`src/rtl/fbag_pkg.sv`:
```
package fbag_pkg;
  typedef enum logic [1:0] {
    LANE_PASS = 2'b00,
    LANE_BYTE = 2'b01,
    LANE_HALF = 2'b10,
    LANE_REV  = 2'b11
  } lane_mode_e;
endpackage

```
`src/rtl/fbag_geom.sv`:
```
module fbag_geom #(
  parameter int AW = 21,
  parameter int SW = 11,
  parameter int LW = 10
) (
  input  logic          clk,
  input  logic          rst,
  input  logic          load,
  input  logic [AW-1:0] cfg_start,
  input  logic [SW-1:0] cfg_width,
  input  logic [SW-1:0] cfg_offset,
  input  logic [LW-1:0] cfg_lineval,
  output logic [SW-1:0] words_q,
  output logic [SW-1:0] offset_q,
  output logic [AW-1:0] end_q
);
  localparam int PW = SW + 2 + LW + 1;
  localparam int XW = (PW > AW) ? PW : AW;

  logic [SW:0]   wsum_c;
  logic [SW-1:0] words_c;
  logic [SW+1:0] span_c;
  logic [LW:0]   lines_c;
  logic [PW-1:0] prod_c;
  logic [XW-1:0] sum_c;

  always_comb begin
    wsum_c  = {1'b0, cfg_width} + (SW+1)'(1);
    words_c = wsum_c[SW:1];
    if (words_c == '0) words_c = SW'(1);
    span_c  = (SW+2)'({words_c, 1'b0}) + (SW+2)'(cfg_offset);
    lines_c = {1'b0, cfg_lineval} + (LW+1)'(1);
    prod_c  = PW'(span_c) * PW'(lines_c);
    sum_c   = XW'(cfg_start) + XW'(prod_c);
  end

  always_ff @(posedge clk) begin
    if (rst) begin
      words_q  <= SW'(1);
      offset_q <= '0;
      end_q    <= '0;
    end else if (load) begin
      words_q  <= words_c;
      offset_q <= cfg_offset;
      end_q    <= sum_c[AW-1:0];
    end
  end
endmodule

```
`src/rtl/fbag_walker.sv`:
```
module fbag_walker #(
  parameter int AW = 21,
  parameter int SW = 11
) (
  input  logic          clk,
  input  logic          rst,
  input  logic          frame_start,
  input  logic          fetch_adv,
  input  logic [AW-1:0] cfg_start,
  input  logic [SW-1:0] words_q,
  input  logic [SW-1:0] offset_q,
  input  logic [AW-1:0] end_q,
  output logic [AW-1:0] addr_q,
  output logic          valid_q,
  output logic          last_o,
  output logic          done_q
);
  logic [SW-1:0] word_idx_q;
  logic          adv_c;
  logic          at_eol_c;
  logic [AW-1:0] step_c;
  logic [AW-1:0] next_c;

  always_comb begin
    adv_c    = valid_q && fetch_adv && !frame_start;
    at_eol_c = (word_idx_q == words_q - SW'(1));
    step_c   = at_eol_c ? (AW'(offset_q) + AW'(2)) : AW'(2);
    next_c   = addr_q + step_c;
    last_o   = valid_q && at_eol_c;
  end

  always_ff @(posedge clk) begin
    if (rst) begin
      addr_q     <= '0;
      word_idx_q <= '0;
      valid_q    <= 1'b0;
      done_q     <= 1'b0;
    end else if (frame_start) begin
      addr_q     <= cfg_start;
      word_idx_q <= '0;
      valid_q    <= 1'b1;
      done_q     <= 1'b0;
    end else if (adv_c) begin
      addr_q     <= next_c;
      word_idx_q <= at_eol_c ? '0 : word_idx_q + SW'(1);
      if (next_c == end_q) begin
        valid_q <= 1'b0;
        done_q  <= 1'b1;
      end
    end
  end

  a_r2_load: assert property (@(posedge clk) disable iff (rst)
    frame_start |=> (valid_q && !done_q && addr_q == $past(cfg_start)));

  a_r3_stride: assert property (@(posedge clk) disable iff (rst)
    (valid_q && fetch_adv && !frame_start && !last_o) |=> (addr_q == $past(addr_q) + AW'(2)));

  a_r4_line_skip: assert property (@(posedge clk) disable iff (rst)
    (valid_q && fetch_adv && !frame_start && last_o)
      |=> (addr_q == $past(addr_q) + AW'(2) + AW'($past(offset_q))));

  a_r6_end_addr: assert property (@(posedge clk) disable iff (rst)
    $rose(done_q) |-> (addr_q == end_q && !valid_q));

  a_r6_end_sticky: assert property (@(posedge clk) disable iff (rst)
    (done_q && !frame_start) |=> done_q);

  a_r7_idle_hold: assert property (@(posedge clk) disable iff (rst)
    (!valid_q && !frame_start) |=> $stable(addr_q));
endmodule

```
`src/rtl/fbag_lane_swap.sv`:
```
module fbag_lane_swap
  import fbag_pkg::*;
#(
  parameter int DW = 32
) (
  input  logic          clk,
  input  logic          rst,
  input  logic          swap_byte,
  input  logic          swap_half,
  input  logic [DW-1:0] din,
  output logic [DW-1:0] dout_q
);
  localparam int NHW = DW / 16;
  localparam int NWD = DW / 32;

  logic [DW-1:0] bsw_c, hs_raw_c, hs_bsw_c, sel_c;
  lane_mode_e    mode_c;

  for (genvar g = 0; g < NHW; g++) begin : g_bsw
    assign bsw_c[g*16 +: 16] = {din[g*16 +: 8], din[g*16+8 +: 8]};
  end

  for (genvar p = 0; p < NWD; p++) begin : g_hsw
    assign hs_raw_c[p*32 +: 32] = {din[p*32 +: 16], din[p*32+16 +: 16]};
    assign hs_bsw_c[p*32 +: 32] = {bsw_c[p*32 +: 16], bsw_c[p*32+16 +: 16]};
  end

  always_comb begin
    mode_c = lane_mode_e'({swap_half, swap_byte});
    case (mode_c)
      LANE_BYTE: sel_c = bsw_c;
      LANE_HALF: sel_c = hs_raw_c;
      LANE_REV:  sel_c = hs_bsw_c;
      default:   sel_c = din;
    endcase
  end

  always_ff @(posedge clk) begin
    if (rst) dout_q <= '0;
    else     dout_q <= sel_c;
  end

  a_r9_pass: assert property (@(posedge clk) disable iff (rst)
    (!swap_byte && !swap_half) |=> (dout_q == $past(din)));

  a_r9_ones_kept: assert property (@(posedge clk) disable iff (rst)
    1'b1 |=> ($countones(dout_q) == $countones($past(din))));
endmodule

```
`src/rtl/fbuf_addr_gen.sv`:
```
module fbuf_addr_gen #(
  parameter int BANK_W  = 9,
  parameter int HADDR_W = 21,
  parameter int SPAN_W  = 11,
  parameter int LINE_W  = 10,
  parameter int DATA_W  = 32
) (
  input  logic                      clk,
  input  logic                      rst,
  input  logic                      frame_start,
  input  logic                      fetch_adv,
  input  logic [BANK_W-1:0]         cfg_bank,
  input  logic [HADDR_W-1:0]        cfg_start,
  input  logic [SPAN_W-1:0]         cfg_width,
  input  logic [SPAN_W-1:0]         cfg_offset,
  input  logic [LINE_W-1:0]         cfg_lineval,
  input  logic                      swap_byte,
  input  logic                      swap_half,
  input  logic [DATA_W-1:0]         rd_word,
  output logic [BANK_W+HADDR_W-1:0] fetch_addr,
  output logic                      fetch_valid,
  output logic                      line_last,
  output logic                      frame_end,
  output logic [DATA_W-1:0]         lane_word
);
  logic [BANK_W-1:0]  bank_q;
  logic [SPAN_W-1:0]  words_q, offset_q;
  logic [HADDR_W-1:0] end_q, addr_q;

  always_ff @(posedge clk) begin
    if (rst)              bank_q <= '0;
    else if (frame_start) bank_q <= cfg_bank;
  end

  fbag_geom #(.AW(HADDR_W), .SW(SPAN_W), .LW(LINE_W)) u_geom (
    .clk(clk), .rst(rst), .load(frame_start),
    .cfg_start(cfg_start), .cfg_width(cfg_width),
    .cfg_offset(cfg_offset), .cfg_lineval(cfg_lineval),
    .words_q(words_q), .offset_q(offset_q), .end_q(end_q)
  );

  fbag_walker #(.AW(HADDR_W), .SW(SPAN_W)) u_walk (
    .clk(clk), .rst(rst), .frame_start(frame_start), .fetch_adv(fetch_adv),
    .cfg_start(cfg_start), .words_q(words_q), .offset_q(offset_q),
    .end_q(end_q), .addr_q(addr_q), .valid_q(fetch_valid),
    .last_o(line_last), .done_q(frame_end)
  );

  fbag_lane_swap #(.DW(DATA_W)) u_lane (
    .clk(clk), .rst(rst), .swap_byte(swap_byte), .swap_half(swap_half),
    .din(rd_word), .dout_q(lane_word)
  );

  assign fetch_addr = {bank_q, addr_q};

  a_r8_bank_hold: assert property (@(posedge clk) disable iff (rst)
    !frame_start |=> $stable(bank_q));
endmodule

```
`config.mk`:
```
export PLATFORM = sky130hd
export DESIGN_NAME = fbuf_addr_gen
export DESIGN_NICKNAME = d
export VERILOG_FILES = /design/src/rtl/fbag_pkg.sv /design/src/rtl/fbag_geom.sv /design/src/rtl/fbag_walker.sv /design/src/rtl/fbag_lane_swap.sv /design/src/rtl/fbuf_addr_gen.sv
export SDC_FILE = /design/constraint.sdc
export NUM_CORES = 1
export LEC_CHECK = 0
export ABC_AREA = 0
export BUFFER_PORTS_ARGS = -buffer_cell sky130_fd_sc_hd__buf_4
export CELL_PAD_IN_SITES_DETAIL_PLACEMENT = 1
export CELL_PAD_IN_SITES_GLOBAL_PLACEMENT = 1
export CORE_AREA = 5 5 193 233
export CTS_CLUSTER_SIZE = 10
export DETAILED_ROUTE_END_ITERATION = 10
export DIE_AREA = 0 0 198 238
export PLACE_DENSITY = 0.68
export SYNTH_ARGS = -nofsm -noshare
export SYNTH_HDL_FRONTEND = slang
export SYNTH_SLANG_ARGS = --single-unit
```
`constraint.sdc`:
```
create_clock -name clk -period 14.21 [get_ports clk]
set_clock_uncertainty 0.1 [all_clocks]
set_input_delay 2.842 -clock clk [delete_from_list [all_inputs] [get_ports clk]]
set_output_delay 2.842 -clock clk [all_outputs]
set_load 0.05 [all_outputs]
```
==> reports/metrics.cfg, run 1 <==
[outcome]
status=completed

[pwr]
p_leak_nw=6.83
p_per_area_mw_per_mm2=247
ir_drop_v=0.000259
finalPower_mw=3.67

[drt]
wirelength_um=40200
drt_iter0_drc=512
wl_met2_um=20500
wl_met1_um=16600
vias_per_cell=5.01
num_vias=10700
antenna_left=0
top_layer=met4
firstDrtPassIters=4
routedWlPerCell_um=18.9
dr_wl_met3_um=1280
drc=0

[placed_design]
globalplace.congestion=0.857
port_buffers=164
dpl-instance-area_mm2=0.0143
dpl.hpwl_um=33200

[synthesis]
synthesis.area_mm2=0.0126
ys_ff_latch=118
synth_area_leaders=dfxtp_1 (19%), fa_1 (19%), ha_1 (7.3%)
yosysTopAreaCell=dfxtp_1
synthFlopType=dfxtp_1
synth_fp_nets=1738
synth-seq-area-share_pct=18.8
synth_edf_count=0
synthTopCellsByCount=inv_1 (191), nor2_1 (131), nand2_1 (126)
synth_top_area_share_pct=18.8
synthCells=1447
synthArstFlopShare_pct=0
postSynthAreaPerCell_um2=8.69
yosysMostFrequentCell=inv_1
yosys.cell_types.count=69
synth_warnings=0

[timing]
min_period_ns=10.73
tightest_slew_ns=1.25
max_freq_mhz=93.2
slew_viol_final=0
setup_violations=0
relSlewSlack_pct=16.3
finalHoldViolCount=0
rsz0062_at_grt=false
fin_crit_sh_pct=75.5
setup_tns_ns=0

[setup_path]
end_kind=flip-flop
crit_top_cell=fa_1
worst-path-max-fanout=11
slowest_delay_ns=0.70
cp.required_ns=14.48
startpoint_type=input port
path_class=input port to flip-flop
critPathSlowestCell=nor4_2
worst_r2r_path_depth=20
worstPathArrival_ns=11.00

[die]
dieHeight_um=238
core_mm2=0.0424
ios=165
die_width_um=198
rows=83
die_area_mm2=0.0471
start_util_pct=29.7

[min_path]
min_path_cells=2
hp-class=flip-flop to flip-flop

[clock_tree]
post-cts-setup-buffers=0
cts_sinks=118
cts_tree=yes
path_clk_slew_ns=0.06
htreeDepth=4
insertion_delay_ns=0.44
cts_resized=0
clockBufferDepth=2
clock-root-buffer=clkbuf_16
postCtsHoldBufs=0
numCtsBuffers=17

[global_route]
grt_pass1_vias=11900
antenna_found_initial=1
grt_pass1_wl_um=64800
grt.total_usage_pct=17.4
grt_max_degree=69
grt_overflow_total=0

[layout]
final_area_mm2=0.0148
fin_nets=1857
drive_above_1_share_pct=16.0
fin_util_pct=35.0
syn_to_final_growth_pct=18.1

[flow_run]
max_cap_viol_count=0

[worst paths after layout]
| check | slack, ns | from | end |
|---|---|---|---|
| worst min register to register | 0.38 | u_geom.end_q[7] | u_geom.end_q[7] |
| worst min-delay path | 0.38 | u_geom.end_q[7] | u_geom.end_q[7] |
| worst max register to register | 8.16 | u_geom.words_q[0] | u_walk.valid_q |
| worst max-delay path | 3.48 | cfg_width[2] | u_geom.end_q[17] |
[where the power goes]
part           leakage (nW)  switching (mW)  total [mW]  internal (mW)
registers             0.976          0.0304       0.406          0.376
logic                  5.57            1.64        2.83           1.20
clock network         0.282           0.194       0.427          0.233
[worst max-delay path: cells and delay by family]
family | cells | cell delay, ns
xor+xnor | 1 | 0.45
simple gates | 8 | 1.98
compound gates | 8 | 1.88
fa+ha+maj | 8 | 3.57
buf+inv | 4 | 0.25
[state kept, by name, summed over array words and instances, names as in the netlist]
signal,count
u_walk.done_q,1
u_geom.end_q,21
u_lane.dout_q,32
bank_q,9
u_walk.word_idx_q,11
u_walk.valid_q,1
u_walk.addr_q,21
u_geom.words_q,11
u_geom.offset_q,11
[layout by cell type (no fill, tap or decap), types with 10 or more instances in the layout]
master	netlist	layout
dfxtp_1	118	118
nor2_1	131	131
fa_1	118	118
nand2_1	126	126
nor2b_1	26	26
clkbuf_16	0	17
xor2_1	55	55
mux4_2	32	32
nand2b_1	23	23
and2_1	67	67
ha_1	73	73
nand3_1	33	33
nor3_1	28	28
a211oi_1	25	25
inv_1	191	191
nand4_1	15	15
a21o_1	12	12
o21ai_0	29	29
a21oi_1	46	46
mux2i_1	39	39
nor4_1	10	10
xnor2_1	60	60
buf_4	2	173
[layer usage]
| layer | up-vias | track usage, % |
|---|---|---|
| met1 | 5370 | 20.6 |
| met2 | 196 | 30.8 |
| li1 | 5026 | - |
| met4 | 0 | 8.12 |
| met5 | - | 0 |
| met3 | 84 | 2.65 |
[layout make-up]
cell class                      count  area, um2
Inverter                          192        721
Tap cell                          552        691
Clock buffer                       17        425
Fill cell                        5013      27500
Sequential cell                   118       2360
Clock inverter                     15        153
Timing Repair Buffer              173       1300
Multi-Input combinational cell   1064       9190
Antenna cell                        2       5.00
[per-stage QoR]
stage / hold WS [ns] / setup slack, ns / instances
2_1_floorplan: 0.352 / 4.09 / 1447
3_3_place_gp: 0.368 / 3.32 / 2099
3_5_place_dp: 0.380 / 3.06 / 2099
4_1_cts: 0.387 / 3.48 / 2131
5_1_grt: 0.406 / 2.76 / 2131
6_report: 0.384 / 3.48 / 2133
[logic make-up (layout without fill, tap and decap cells)]
| kind of cell | count (synthesis) | count (layout) | share of synthesized area [%] |
|---|---|---|---|
| adder cells (fa/ha/maj) | 191 | 191 | 26.1 |
| AND/OR/NAND/NOR | 495 | 495 | 19.2 |
| other | 0 | 2 | 0 |
| flip-flops | 118 | 118 | 18.8 |
| multiplexers | 73 | 73 | 9.02 |
| AO/OA/AOI/OAI | 186 | 186 | 10.1 |
| buffers and inverters | 265 | 397 | 8.14 |
| XOR/XNOR | 119 | 119 | 8.73 |
No activity file was read; power rests on OpenSTA's default activity.
==> run 2, diff against run 1 <==
- PLACE_DENSITY: 0.68 -> 0.7
- clock period: 14.21 -> 9.42 ns (I/O delays scaled with it)
==> run 2 against run 1 <==
Effect of this change:
- clock power up 52%
- register-to-register slack got worse by 4.9 ns
- non-clock buffer count rose by 37
- die area unchanged
- wire length up 2.4%
- sequential share of layout area decreased by 0.40 points
- count of clock-buffer cells in the layout up 1
- setup slack worse by 3.0 ns
==> reports/metrics.cfg, run 2 (same netlist as run 1, synthesis figures left out) <==
[outcome]
status=completed

[placed_design]
dpl.hpwl_um=33900
port_buffers=164
pre_cts_ws_ns=-0.276
globalplace.congestion=0.877
dpl-instance-area_mm2=0.0145

[timing]
fin_crit_sh_pct=95.0
max_freq_mhz=112
setup_tns_ns=0
finalHoldViolCount=0
hold_ws_ns=0.386
slew_viol_final=0
layout_setup_ws_ns=0.467
relSlewSlack_pct=38.8
min_period_ns=8.95
tightest_slew_ns=0.915
setup_violations=0
rsz0062_at_grt=false

[drt]
num_vias=10800
wirelength_um=41200
wl_met2_um=21500
vias_per_cell=4.99
firstDrtPassIters=7
wl_met1_um=17100
drc=0
drt_iter0_drc=485
routedWlPerCell_um=19.0
dr_wl_met3_um=1150
antenna_left=0
top_layer=met4

[layout]
reg_top3=u_lane.dout_q: 32 flops, u_geom.end_q: 21 flops, u_walk.addr_q: 21 flops
fin_nets=1894
regMostFlops=u_lane.dout_q
syn_to_final_growth_pct=21.1
layout.cells.most_common=buf_4
fin_util_pct=35.9
mostFrequentLayoutCells=buf_4 (207), inv_1 (191), nor2_1 (131)
drive_above_1_share_pct=18.9
final_area_mm2=0.0152
largest_register_ffs=32
fill_cells=5030

[clock_tree]
clockBufferDepth=2
numCtsBuffers=17
clock-root-buffer=clkbuf_16
insertion_delay_ns=0.44
postCtsHoldBufs=0
htreeDepth=4
path_clk_slew_ns=0.06
cts_tree=yes
cts_sinks=118

[setup_path]
slowest_delay_ns=0.53
end_kind=flip-flop
worst-path-max-fanout=4
startpoint_type=input port
cp.required_ns=9.67
critPathSlowestCell=fa_1
path_class=input port to flip-flop
crit_top_cell=fa_1
worstPathArrival_ns=9.21

[die]
dieHeight_um=238
die_width_um=198
start_util_pct=29.7
core_mm2=0.0424
ios=165
rows=83
die_area_mm2=0.0471

[pwr]
p_leak_nw=7.03
p_per_area_mw_per_mm2=381
ir_drop_v=0.000431

[min_path]
hp-class=flip-flop to flip-flop

[flow_run]
max_cap_viol_count=0

[global_route]
grt_pass1_vias=11900
grt_overflow_total=0
grt_pass1_wl_um=65100
grt.total_usage_pct=17.6
antenna_found_initial=0
grt_max_degree=49

[run 2: changes by cell type in the layout (fill, tap and decap cells not counted), sizes merged]
| cell | delta |
|---|---|
| buf | +36 |
| clkdlybuf4s15 | +1 |
| clkinv | +2 |
| inv | -4 |
| bufinv | +1 |
| clkbuf | +1 |
[run 2: final cells by class]
type	count	area [um2]	share of cell area (%)
Timing Repair Buffer	210	1600	10.5
Inverter	192	721	4.73
Clock inverter	14	140	0.921
Clock buffer	18	439	2.88
Multi-Input combinational cell	1064	9270	60.9
Sequential cell	118	2360	15.5
Antenna cell	2	5.00	0.0329
Tap cell	552	691	4.54
[run 2: what timing repair did]
action | 4_1_cts | 5_1_grt
setup endpoints to repair | 0 | 6
resized for setup | 0 | 18
buffers inserted | 0 | 2
[run 2: final timing paths]
path / cells after the start / slack [ns] / startpoint / end
max: 32 / 0.47 / cfg_width[0] / u_geom.end_q[17]
min: 1 / 0.39 / u_walk.done_q / u_walk.done_q
min reg2reg: 1 / 0.39 / u_walk.done_q / u_walk.done_q
max reg2reg: 20 / 3.28 / u_geom.words_q[0] / u_walk.valid_q
[run 2: per-layer routing]
layer,track usage [%],up-vias
li1,-,5107
met1,21.3,5479
met2,31.6,188
met3,2.02,61
met4,6.91,0
met5,0,-
[run 2: through the flow]
stage | std cells | power, mW
after floorplan | 1447 | 3.85
after global placement | 2133 | 4.88
after detailed placement | 2133 | 5.12
after CTS | 2165 | 5.81
after global routing | 2168 | 6.45
final | 2170 | 5.80
[run 2: power by group]
part           total, mW  switching [mW]  leakage [nW]  internal [mW]
sequential         0.615          0.0476         0.976          0.567
clock              0.649           0.272         0.286          0.377
combinational       4.53            2.51          5.77           2.02
[run 2: worst max-delay path, delay by kind of cell]
family                   cells  cell delay [ns]
adder cells (fa/ha/maj)      9             3.70
AO/OA/AOI/OAI                9             1.67
AND/OR/NAND/NOR              7             1.13
buffers and inverters        5             0.42
XOR/XNOR                     2             0.38
==> run 3, diff against run 2 <==
- ABC_AREA: 0 -> 1
- CORE_AREA: 5 5 193 233 -> 5 5 193 232
- DIE_AREA: 0 0 198 238 -> 0 0 198 237
- PLACE_DENSITY: 0.7 -> 0.73
==> run 3 against run 2 <==
Effect of this change:
- fmax grew 1.5%
- clock power is 3.5% higher
- global-route usage is 1.3 points higher
- hold slack hardly changed
- power fell by 3.6%
- count of clock-buffer cells in the layout unchanged
- via count up 15%
- utilization is 0.51 points lower
==> reports/metrics.cfg, run 3 <==
[die]
die_width_um=198
dieHeight_um=237
die_area_mm2=0.0469
start_util_pct=29.6
rows=83
core_mm2=0.0424
ios=165

[layout]
drive_above_1_share_pct=13.2
fill_cells=5414
largest_register_ffs=32
reg_top3=u_lane.dout_q: 32 flops, u_geom.end_q: 21 flops, u_walk.addr_q: 21 flops
mostFrequentLayoutCells=nand2_1 (446), inv_1 (357), buf_4 (180)
fin_nets=2245
regMostFlops=u_lane.dout_q
fin_util_pct=35.4
final_area_mm2=0.0150
syn_to_final_growth_pct=19.7
antenna_cells=0
layout.cells.most_common=nand2_1

[clock_tree]
clockBufferDepth=2
postCtsHoldBufs=0
cts_tree=yes
cts_sinks=118
numCtsBuffers=17
path_clk_slew_ns=0.06
htreeDepth=4
post-cts-setup-buffers=0
clock-root-buffer=clkbuf_16
insertion_delay_ns=0.44

[setup_path]
critPathSlowestCell=fa_1
cp.required_ns=9.60
critPathBufInv=8
crit_top_cell=fa_1
end_kind=flip-flop
startpoint_type=input port
cp_top_family=adder cells
slowest_delay_ns=0.56
path_class=input port to flip-flop
worst-path-max-fanout=8
worstPathArrival_ns=9.00

[pwr]
p_per_area_mw_per_mm2=373
ir_drop_v=0.000289
p_leak_nw=7.47

[global_route]
grt.total_usage_pct=18.9
grt_pass1_wl_um=71000
grt_max_degree=39
grt_overflow_total=0
antenna_found_initial=0
grt_pass1_vias=13600

[flow_run]
max_cap_viol_count=0

[placed_design]
port_buffers=164
dpl.hpwl_um=37300
globalplace.congestion=0.897
dpl-instance-area_mm2=0.0144

[synthesis]
synth_warnings=0
ys_ff_latch=118
synth-seq-area-share_pct=18.8
synthTopCellsByCount=nand2_1 (446), inv_1 (357), nor2_1 (143)
synthesis.area_mm2=0.0125
synth_area_leaders=dfxtp_1 (19%), fa_1 (19%), nand2_1 (13%)
yosysTopAreaCell=dfxtp_1
yosys.cell_types.count=54
postSynthAreaPerCell_um2=6.97
synthArstFlopShare_pct=0
synth_top_area_share_pct=18.8
synthFlopType=dfxtp_1
synth_fp_nets=2090
synthCells=1799
yosysMostFrequentCell=nand2_1
synth_edf_count=0

[timing]
rsz0062_at_grt=false
max_freq_mhz=113
finalHoldViolCount=0
setup_tns_ns=0
setup_violations=0
slew_viol_final=0
fin_crit_sh_pct=93.6
min_period_ns=8.82
relSlewSlack_pct=21.2
tightest_slew_ns=1.18

[drt]
firstDrtPassIters=5
routedWlPerCell_um=17.7
drt_iter0_drc=537
vias_per_cell=4.96
antenna_left=0
num_vias=12500
drc=0
wirelength_um=44600

[outcome]
status=completed

[min_path]
hp-class=flip-flop to flip-flop

run 3: per-layer routing:
| metal | GRT usage [%] | vias to the layer above | part of all wire (%) |
|---|---|---|---|
| met1 | 22.5 | 6139 | 41 |
| li1 | - | 5980 | - |
| met3 | 2.12 | 72 | 4.1 |
| met4 | 6.68 | 0 | 3.1 |
| met5 | 0 | - | 0 |
| met2 | 34.7 | 307 | 52 |
run 3: path summary, 6_finish.rpt:
kind	start	end	slack [ns]	cells after the start
max reg2reg	u_geom.words_q[0]	u_walk.valid_q	4.24	30
min reg2reg	bank_q[8]	bank_q[8]	0.39	1
max	cfg_width[0]	u_geom.end_q[17]	0.60	38
min	bank_q[8]	bank_q[8]	0.39	1
run 3: report_power, final:
part | internal, mW | leakage [nW] | switching (mW) | total, mW
combinational | 1.59 | 6.22 | 2.73 | 4.32
clock | 0.397 | 0.282 | 0.275 | 0.672
sequential | 0.564 | 0.974 | 0.0328 | 0.597
total | 2.56 | 7.47 | 3.03 | 5.59
run 3: cell families (layout without fill, tap and decap cells):
kind of cell    after synthesis  in the layout  synth area share [%]
buf+inv                     405            573                  12.2
flops                       118            118                  18.8
simple gates                783            783                  27.1
compound gates              246            246                  11.7
fa+ha+maj                   191            191                  26.1
xor+xnor                     56             56                  3.97
run 3: through the flow:
step | instances | power (mW) | setup slack [ns] | hold WS [ns]
2_1_floorplan | 1799 | 3.74 | 0.824 | 0.342
3_3_place_gp | 2487 | 4.73 | 0.180 | 0.369
4_1_cts | 2519 | 5.62 | 0.380 | 0.387
3_5_place_dp | 2487 | 4.91 | -0.0708 | 0.376
6_report | 2519 | 5.59 | 0.598 | 0.386
5_1_grt | 2519 | 6.27 | 0.0545 | 0.409
run 3: layout make-up:
cell class	count	area, um2	share of cell area (%)
multi-input combinational	1276	8650	57.7
sequential	118	2360	15.7
inverter	361	1360	9.03
timing repair buffer	180	1350	9.01
tap	552	691	4.60
clock buffer	18	429	2.86
clock inverter	14	166	1.11
run 3: what timing repair did:
item / CTS / global route
gates resized for setup: 0 / 4
setup endpoints to repair: 0 / 3
hold endpoints to repair: 0 / 0
run 3: worst register-to-register path: cells and delay by family (launching register included):
family	cells	cell delay, ns
fa+ha+maj	3	1.00
simple gates	21	2.81
compound gates	2	0.35
flops	1	0.34
buf+inv	4	0.47
